`src/rtl/idle_ctl_pkg.sv`:
```
package idle_ctl_pkg;

    localparam int DOM_W = 10;

    localparam int D_CPU    = 0;
    localparam int D_MPORT  = 1;
    localparam int D_ICACHE = 2;
    localparam int D_PERIPH = 3;
    localparam int D_CLKGEN = 4;
    localparam int D_EXTMEM = 5;
    localparam int D_IOPORT = 6;
    localparam int D_DMAPRT = 7;
    localparam int D_IPORT  = 8;
    localparam int D_CLKEXT = 9;

    typedef logic [DOM_W-1:0] dom_vec_t;

    // Bits that must accompany the clock-generator bit for a legal stop.
    localparam dom_vec_t STOP_NEED = dom_vec_t'((1 << D_CPU) | (1 << D_MPORT) | (1 << D_ICACHE) |
                                                (1 << D_EXTMEM) | (1 << D_IOPORT) | (1 << D_DMAPRT) |
                                                (1 << D_IPORT) | (1 << D_CLKEXT));

    // Status bits dropped when the CPU is woken.
    localparam dom_vec_t WAKE_CLR = dom_vec_t'((1 << D_CPU) | (1 << D_CLKGEN) | (1 << D_EXTMEM) |
                                               (1 << D_IOPORT) | (1 << D_IPORT));

    typedef enum logic [1:0] {
        SEL_CFG  = 2'd0,
        SEL_STAT = 2'd1,
        SEL_WAKE = 2'd2,
        SEL_NONE = 2'd3
    } reg_sel_e;

    typedef struct packed {
        logic        wr;
        reg_sel_e    sel;
        logic [15:0] wdata;
    } bus_req_t;

    function automatic logic clk_stop_ok(input dom_vec_t c);
        return !c[D_CLKGEN] || ((c & STOP_NEED) == STOP_NEED);
    endfunction

    function automatic dom_vec_t apply_wake(input dom_vec_t s);
        return s & ~WAKE_CLR;
    endfunction

endpackage

```
`src/rtl/idle_cfg_regs.sv`:
```
module idle_cfg_regs
    import idle_ctl_pkg::*;
#(
    parameter int DATA_W = 16,
    parameter int WE_W   = 5
) (
    input  logic              clk,
    input  logic              rst,
    input  bus_req_t          req,
    input  dom_vec_t          status_i,
    output dom_vec_t          cfg_o,
    output logic [WE_W-1:0]   wake_en_o,
    output logic [DATA_W-1:0] rdata_o
);

    dom_vec_t        cfg_q;
    logic [WE_W-1:0] we_q;

    always_ff @(posedge clk) begin
        if (rst) begin
            cfg_q <= '0;
            we_q  <= '0;
        end else if (req.wr) begin
            if (req.sel == SEL_CFG)  cfg_q <= req.wdata[DOM_W-1:0];
            if (req.sel == SEL_WAKE) we_q  <= req.wdata[WE_W-1:0];
        end
    end

    always_comb begin
        case (req.sel)
            SEL_CFG:  rdata_o = DATA_W'(cfg_q);
            SEL_STAT: rdata_o = DATA_W'(status_i);
            SEL_WAKE: rdata_o = DATA_W'(we_q);
            default:  rdata_o = '0;
        endcase
    end

    assign cfg_o     = cfg_q;
    assign wake_en_o = we_q;


    stat_write_ignored_chk: assert property (@(posedge clk) disable iff (rst)
        (req.wr && req.sel == SEL_STAT) |=> $stable(cfg_q));

endmodule

```
`src/rtl/idle_commit.sv`:
```
module idle_commit
    import idle_ctl_pkg::*;
(
    input  logic     clk,
    input  logic     rst,
    input  logic     strobe_i,
    input  logic     hold_i,
    input  logic     wake_clr_i,
    input  dom_vec_t cfg_i,
    output dom_vec_t status_o,
    output logic     bus_err_o
);

    dom_vec_t status_q;
    logic     err_q;
    logic     take;

    assign take = strobe_i && !hold_i && !wake_clr_i;

    always_ff @(posedge clk) begin
        if (rst) begin
            status_q <= '0;
            err_q    <= 1'b0;
        end else begin
            err_q <= 1'b0;
            if (wake_clr_i) begin
                status_q <= apply_wake(status_q);
            end else if (take) begin
                if (clk_stop_ok(cfg_i)) status_q <= cfg_i;
                else                    err_q    <= 1'b1;
            end
        end
    end

    assign status_o  = status_q;
    assign bus_err_o = err_q;


    err_keeps_status_chk: assert property (@(posedge clk) disable iff (rst)
        err_q |-> $stable(status_q));


    status_only_on_event_chk: assert property (@(posedge clk) disable iff (rst)
        (!strobe_i && !wake_clr_i) |=> $stable(status_q));


    wake_drops_cpu_chk: assert property (@(posedge clk) disable iff (rst)
        wake_clr_i |=> (!status_q[D_CPU] && !status_q[D_CLKGEN] && !status_q[D_IPORT]));

endmodule

```
`src/rtl/idle_wake.sv`:
```
module idle_wake
    import idle_ctl_pkg::*;
#(
    parameter int N_IRQ       = 4,
    parameter int STAB_CYCLES = 41032
) (
    input  logic             clk,
    input  logic             rst,
    input  logic [N_IRQ-1:0] irq_i,
    input  logic [N_IRQ-1:0] irq_en_i,
    input  logic             nmi_i,
    input  logic [N_IRQ:0]   wake_en_i,
    input  dom_vec_t         status_i,
    output logic             wake_clr_o,
    output logic             hold_o,
    output logic             resume_o
);

    localparam int CNT_W = $clog2(STAB_CYCLES + 1);
    localparam logic [CNT_W-1:0] CNT_LOAD = CNT_W'(STAB_CYCLES - 1);

    logic             wake_ev;
    logic             accept;
    logic             run_q;
    logic [CNT_W-1:0] cnt_q;
    logic             resume_q;

    assign wake_ev = (nmi_i && wake_en_i[N_IRQ]) ||
                     (|(irq_i & irq_en_i & wake_en_i[N_IRQ-1:0]));
    assign accept  = !run_q && wake_ev && status_i[D_CPU];

    assign wake_clr_o = (run_q && cnt_q == '0) || (accept && !status_i[D_CLKGEN]);
    assign hold_o     = run_q || accept;

    always_ff @(posedge clk) begin
        if (rst) begin
            run_q    <= 1'b0;
            cnt_q    <= '0;
            resume_q <= 1'b0;
        end else begin
            resume_q <= wake_clr_o;
            if (run_q) begin
                if (cnt_q == '0) run_q <= 1'b0;
                else             cnt_q <= cnt_q - 1'b1;
            end else if (accept && status_i[D_CLKGEN]) begin
                run_q <= 1'b1;
                cnt_q <= CNT_LOAD;
            end
        end
    end

    assign resume_o = resume_q;


    cnt_dec_chk: assert property (@(posedge clk) disable iff (rst)
        (run_q && cnt_q != '0) |=> (run_q && cnt_q == $past(cnt_q) - 1'b1));


    cnt_start_chk: assert property (@(posedge clk) disable iff (rst)
        (accept && status_i[D_CLKGEN]) |=> (run_q && cnt_q == CNT_LOAD && !resume_q));


    resume_pulse_chk: assert property (@(posedge clk) disable iff (rst)
        wake_clr_o |=> resume_q);

endmodule

```
`src/rtl/idle_commit_ctrl.sv`:
```
module idle_commit_ctrl
    import idle_ctl_pkg::*;
#(
    parameter int DATA_W      = 16,
    parameter int N_IRQ       = 4,
    parameter int STAB_CYCLES = 41032
) (
    input  logic              clk,
    input  logic              rst,
    input  logic              bus_wr,
    input  logic [1:0]        bus_sel,
    input  logic [DATA_W-1:0] bus_wdata,
    output logic [DATA_W-1:0] bus_rdata,
    input  logic              idle_strobe,
    input  logic [N_IRQ-1:0]  irq_in,
    input  logic [N_IRQ-1:0]  irq_en,
    input  logic              nmi_in,
    output logic [DOM_W-1:0]  dom_clk_en,
    output logic              bus_err,
    output logic              cpu_resume
);

    localparam int WE_W = N_IRQ + 1;

    bus_req_t        req;
    dom_vec_t        cfg;
    dom_vec_t        status;
    logic [WE_W-1:0] wake_en;
    logic            wake_clr;
    logic            hold;

    assign req.wr    = bus_wr;
    assign req.sel   = reg_sel_e'(bus_sel);
    assign req.wdata = 16'(bus_wdata);

    idle_cfg_regs #(.DATA_W(DATA_W), .WE_W(WE_W)) u_regs (
        .clk       (clk),
        .rst       (rst),
        .req       (req),
        .status_i  (status),
        .cfg_o     (cfg),
        .wake_en_o (wake_en),
        .rdata_o   (bus_rdata)
    );

    idle_commit u_commit (
        .clk        (clk),
        .rst        (rst),
        .strobe_i   (idle_strobe),
        .hold_i     (hold),
        .wake_clr_i (wake_clr),
        .cfg_i      (cfg),
        .status_o   (status),
        .bus_err_o  (bus_err)
    );

    idle_wake #(.N_IRQ(N_IRQ), .STAB_CYCLES(STAB_CYCLES)) u_wake (
        .clk        (clk),
        .rst        (rst),
        .irq_i      (irq_in),
        .irq_en_i   (irq_en),
        .nmi_i      (nmi_in),
        .wake_en_i  (wake_en),
        .status_i   (status),
        .wake_clr_o (wake_clr),
        .hold_o     (hold),
        .resume_o   (cpu_resume)
    );

    for (genvar d = 0; d < DOM_W; d++) begin : g_en
        logic en_q;
        always_ff @(posedge clk) begin
            if (rst) en_q <= 1'b1;
            else     en_q <= ~status[d];
        end
        assign dom_clk_en[d] = en_q;
    end


    en_tracks_status_chk: assert property (@(posedge clk) disable iff (rst)
        1'b1 |=> (dom_clk_en == ~$past(status)));

endmodule

```
`config.mk`:
```
export PLATFORM = sky130hd
export DESIGN_NAME = idle_commit_ctrl
export DESIGN_NICKNAME = d
export VERILOG_FILES = /design/src/rtl/idle_ctl_pkg.sv /design/src/rtl/idle_cfg_regs.sv /design/src/rtl/idle_commit.sv /design/src/rtl/idle_wake.sv /design/src/rtl/idle_commit_ctrl.sv
export SDC_FILE = /design/constraint.sdc
export NUM_CORES = 1
export LEC_CHECK = 0
export BUFFER_PORTS_ARGS = -buffer_cell sky130_fd_sc_hd__buf_2
export CAP_MARGIN = 20
export CORE_ASPECT_RATIO = 1.2
export CORE_MARGIN = 4
export CORE_UTILIZATION = 45
export DETAILED_ROUTE_END_ITERATION = 12
export MAX_ROUTING_LAYER = met4
export PLACE_DENSITY = 0.71
export RECOVER_POWER = 50
export REMOVE_ABC_BUFFERS = 1
export SYNTH_ARGS = -nofsm -noshare
export SYNTH_HDL_FRONTEND = slang
export SYNTH_SLANG_ARGS = --single-unit
```
`constraint.sdc`:
```
create_clock -name clk -period 1.9 [get_ports clk]
set_input_delay 0.285 -clock clk [delete_from_list [all_inputs] [get_ports clk]]
set_output_delay 0.285 -clock clk [all_outputs]
set_load 0.01 [all_outputs]
```
== After elaboration in Yosys (flattened, before gate mapping) ==
Cells that the tools add are included.
Operators by class
  add/subtract/negate cells: 1
  equality and inequality tests: 4
  mux-type cells: 8
  bitwise gates (word level): 14
  reduce and logical (&&, ||, !) cells: 28
Operators by type and width (count)
  $mux 16: 3
  $pmux 10 s3: 1
  $logic_not 16->1: 1
  $sub 16x1->16 const B: 1
  $not 1->1: 12
  $and 4x4->4: 2
  $eq 8x8->1 const B: 1
  $logic_and 1x1->1: 8
  $reduce_and 2->1: 4
  $logic_not 1->1: 5
  $logic_or 1x1->1: 4
  $mux 1: 4
  $reduce_or 4->1: 1
  $reduce_and 3->1: 1
  $reduce_or 3->1: 1
  $eq 2x1->1 const B: 1
  $eq 2x2->1 const B: 1
  $logic_not 2->1: 1
  $ne 2x2->1 const B: 1
  $reduce_bool 2->1: 1
  $reduce_or 2->1: 1
Storage, ports and cells
  flip-flop bits (word level): 54
  bits of input ports: 31
  output and inout port bits: 28
  word-level logic and storage cells: 73

== Depth between registers and ports, before layout ==
  depth in word-level cells: 12
  mapped depth: 7
  gate-level depth less buffers: 6

== Cells and area by module ==
A second synthesis with hierarchy kept.
Second synthesis, totals
  cells, all modules: 329
  area, all modules: 3004.1 um^2
Modules (own cells, without submodules)
  idle_wake: instances 1, cells an instance 118, area each 1008.5 um^2, sequential area each 360.3 um^2
  idle_cfg_regs: instances 1, cells an instance 92, area each 887.1 um^2, sequential area each 300.3 um^2
  idle_commit: instances 1, cells an instance 89, area each 770.7 um^2, sequential area each 220.2 um^2
  idle_commit_ctrl: instances 1, cells an instance 30, area each 337.8 um^2, sequential area each 200.2 um^2

== Worst setup path after synthesis ==
OpenSTA, ideal clock, no wires.
  path type: register to register
  from: reg u_wake.cnt_q[2]
  to: reg u_wake.cnt_q[5]
  setup time: 0.121 ns
  arrival time: 1.817 ns
  required time: 1.779 ns
  slack: -0.039 ns
  cell stages (with the launch flop): 7
  path buffers: 1
  clock period less this slack: 1.939 ns
  path through: dfxtp_1 > or4_4 > nor3_4 > a21bo_1 > buf_6 > a21oi_2 > mux2_4
Between the ends
  cells in the longest elaborated chain, start to end: 3
  elaborated cells on any way between the ends: 6
  classes of those cells: add/sub (1); eq/ne (1); mux (2); reduce/logical (2)
Ends and longest elaborated chain
  start, declared: RTL line idle_wake.sv:25  | logic [CNT_W-1:0] cnt_q;
  start signal, assigned: RTL line idle_wake.sv:44  | else cnt_q <= cnt_q - 1'b1;
  $sub 16x1->16 / $logic_not 16->1 (equally long branches): RTL line idle_wake.sv:44, idle_wake.sv:43
  $mux 16 / $ne 2x2->1 (equally long branches)
  $mux 16 / $reduce_and 2->1 (equally long branches)
Parallel ways exist; a longest one is shown, timed or not. The select of a mux whose other input is x is not followed.
A chain may end at the register's enable or synchronous reset.

== Worst setup path in the final report ==
  from: reg u_wake.cnt_q[2]
  to: reg u_wake.cnt_q[15]
Same word-level chain as after synthesis.

==> metrics.md <==
| Metric | Value |
|---|---|
| GRT Overall Usage | 0.176 |
| Ys async rst share | 0 |
| Htree depth | 2 |
| Setup CP Type | flop to flop |
| Dpl ws | -0.00524 ns |
| ANT nets after route | 0 |
| Clk sink count | 54 |
| Tcrit/Tclk final | 1.02 |
| Top cell type's share of synthesized area | 0.403 |
| Global route hottest layer | met2 |
| Hpwl dp | 4400 um |
| Share of cells above drive strength 1 | 0.284 |
| Total die area | 7270 um^2 |
| N_diodes | 0 |
| Share of the yosys chip area belonging to registers | 0.403 |
| Leading area contributor after synthesis | dfxtp_1 |
| TritonRoute pass-1 iters | 4 |
| Placeable Area | 5710 um^2 |
| Detailed Route Iter0 Violations | 160 |
| # IOs | 59 |
| DR WL/cell | 14.4 um |
| Slew @ Worst Pin | 1.12 ns |
| Area growth, synth to finish | 16.7% |
| GR met2 Demand/Resource | 0.301 |
| Vias in the first global route | 2,197 |
| Hold buffer count at CTS | 0 |
| Antenna violations before repair | 0 |
| # setup viols final | 7 |
| Register area | 1080 um^2 |
| Die height | 92.6 um |
| Net count, final | 380 |
| Peak Freq | 0.517 GHz |
| Crit path time final | 1.93 ns |
| Worst min path class | primary input to flop |
| Flops & latches, synth | 54 |
| Maxcap violations | 0 |
| Die width | 78.5 um |
| Worst setup margin | -0.0341 ns |
| Status | finished, violations left |
| Initial Util | 0.470 |
| Worst vdd ir | 335 uV |
| Worst path bufs/invs | 1 |
| Multi-input logic area | 1390 um^2 |
| Clk_lat worst skew | 0.31 ns |
| CTS tree | done |
| Hold Vio Cnt, Final | 0 |
| Synth area leaders | dfxtp_1, mux2i_1, buf_4, mux2_4, nor2_1 |
| Post-CTS setup buffers | 0 |
| DRC Markers | 0 |
| Gpl congestion | 0.839 |
| PortBufs | 46 |
| WL final | 6150 um |
| Most instantiated library cell after synthesis | dfxtp_1 |
| Drt via density | 5.32 |
| Slew Limit Headroom | 0.257 |
| CTS root buf | clkbuf_8 |
| P per Cell Area | 674 nW/um^2 |
| Met1 Resource Use GR | 0.211 |
| Reg clk slew, reported paths | 0.11 ns |
| Yosys cell types | 45 |
| Post-synth top flop | dfxtp_1 |
| TritonCTS Buffers | 5 |
| Number of enable flip-flop cells after synthesis | 0 |
| Dpl cells | 420 |
| Worst EP arrival | 2.17 ns |
| Max incr delay on CP | 0.55 ns |
| Critical path capture point type | flop |
| Worst Path Max Fanout | 6 |
| Worst Setup Start Kind | flop |
| Rows | 30 |
| RSZ-0062 raised after global routing | yes |
| Largest net degree at the start of global routing | 26 |
| Max-slew violation count | 0 |
| Cell leakage power | 1.36 nW |
| Final Non-Filler Cells | 428 |
| Routing usage on met3 | 0.0321 |
| Crit-path cells | or4_4 > nor3_4 > buf_6 > nand4_1 > or3_1 > a31oi_1 |
| Slowest cell on crit path | or4_4 |
| Mapped Cells | 293 |
| Routed via count | 2,276 |
| Skew final | 0.0160 ns |
| Filler Cell Count | 569 |
| Netlist Area Pre-Place | 2680 um^2 |
| GR Overflow Total | 0 |
| Crit path required time | 2.13 ns |
| Failing checks | setup timing |
| Mean Syn Cell Area | 9.16 um^2 |
| Synth cell count leaders | dfxtp_1, nor2_1, mux2i_1 |
| Worst path top cell family by delay | simple AND/OR/NAND/NOR gates |
| First-pass GRT wire length | 10,100 um |
| Yosys warns | 0 |
| CTS max path bufs | 2 |
==> worst paths after layout <==
path,startpoint,to,slack (ns),cells past startpoint
setup / recovery,u_wake.cnt_q[2],u_wake.cnt_q[15],-0.03,6
hold / removal,bus_wdata[8],u_regs.cfg_o[8],0.21,3
setup reg to reg,u_wake.cnt_q[2],u_wake.cnt_q[15],-0.03,6
hold reg to reg,u_commit.status_o[8],g_en[8].en_q,0.41,1
==> routing by layer <==
layer	up-vias	wire, um
met1	1095	2750
li1	1125	-
met5	-	0
met2	47	3080
met3	9	244
met4	0	71
==> layout by cell type (no fill, tap or decap), types with 3 or more instances in the layout <==
master and instances:
and3_1 7, nor2_1 25, clkbuf_1 16, nand3b_1 4, mux2_4 8, a21oi_1 14
dfxtp_1 54, nand3_1 12, a21oi_2 8, clkbuf_8 5, o21ai_0 13, buf_4 20
buf_2 33, nand2_1 24, buf_6 3, a31o_2 5, conb_1 6, nor3_1 14
inv_1 3, and3_2 4, nor2b_1 3, nand4_1 3, mux2i_1 26
==> repair_timing <==
item | CTS | global route
endpoints found under the hold margin | 0 | 0
resized for setup | 3 | 7
pin swaps | 1 | 1
endpoints found under the setup margin | 8 | 17
==> sequential cells by signal (all words and copies together) (netlist names) <==
register and count:
u_wake.cnt_q 16, u_wake.run_q 1, u_commit.status_o 10, u_commit.bus_err_o 1, u_wake.resume_o 1, u_regs.wake_en_o 5
g_en.en_q 10, u_regs.cfg_o 10
==> worst register-to-register path, delay by kind of cell, from the launching register on <==
kind            cells  cell delay, ns
compound gates      1            0.16
flops               1            0.32
simple gates        4            1.24
buf+inv             1            0.14
==> metrics by stage <==
step           hold WS, ns  area, um^2  total power, mW  setup TNS [ns]   util
2_1_floorplan        0.354        2460             1.26           -9.16      -
3_3_place_gp         0.386        3020             1.34               0  0.530
3_5_place_dp         0.391        3020             1.34        -0.00524  0.530
4_1_cts              0.208        3150             2.13         -0.0768  0.552
5_1_grt              0.218        3130             2.20           -1.16  0.549
6_report             0.208        3130             2.11          -0.147  0.549
==> cell families after synthesis <==
logic type | count (synthesis) | synth area share
DFF | 54 | 0.403
and+or+nand+nor | 111 | 0.212
buffers and inverters | 35 | 0.0923
adders and majority gates | 2 | 0.00933
muxes | 35 | 0.146
AOI/OAI and AO/OA | 54 | 0.132
other | 1 | 0.00140
xor gates and xnor gates | 1 | 0.00327
==> power breakdown <==
part	switching, mW	internal [mW]
registers	0.0126	1.15
logic	0.0919	0.0596
clock network	0.399	0.400
total	0.503	1.61
==> layout make-up <==
class / instances / share of cell area
clock buffers: 5 / 0.0220
well taps: 80 / 0.0320
flip-flops and latches: 54 / 0.345
inverters: 3 / 0.00360
repair buffers: 74 / 0.139
multi-input cells: 209 / 0.443
clock inverters: 3 / 0.0152
No activity file was read; power rests on OpenSTA's default activity.
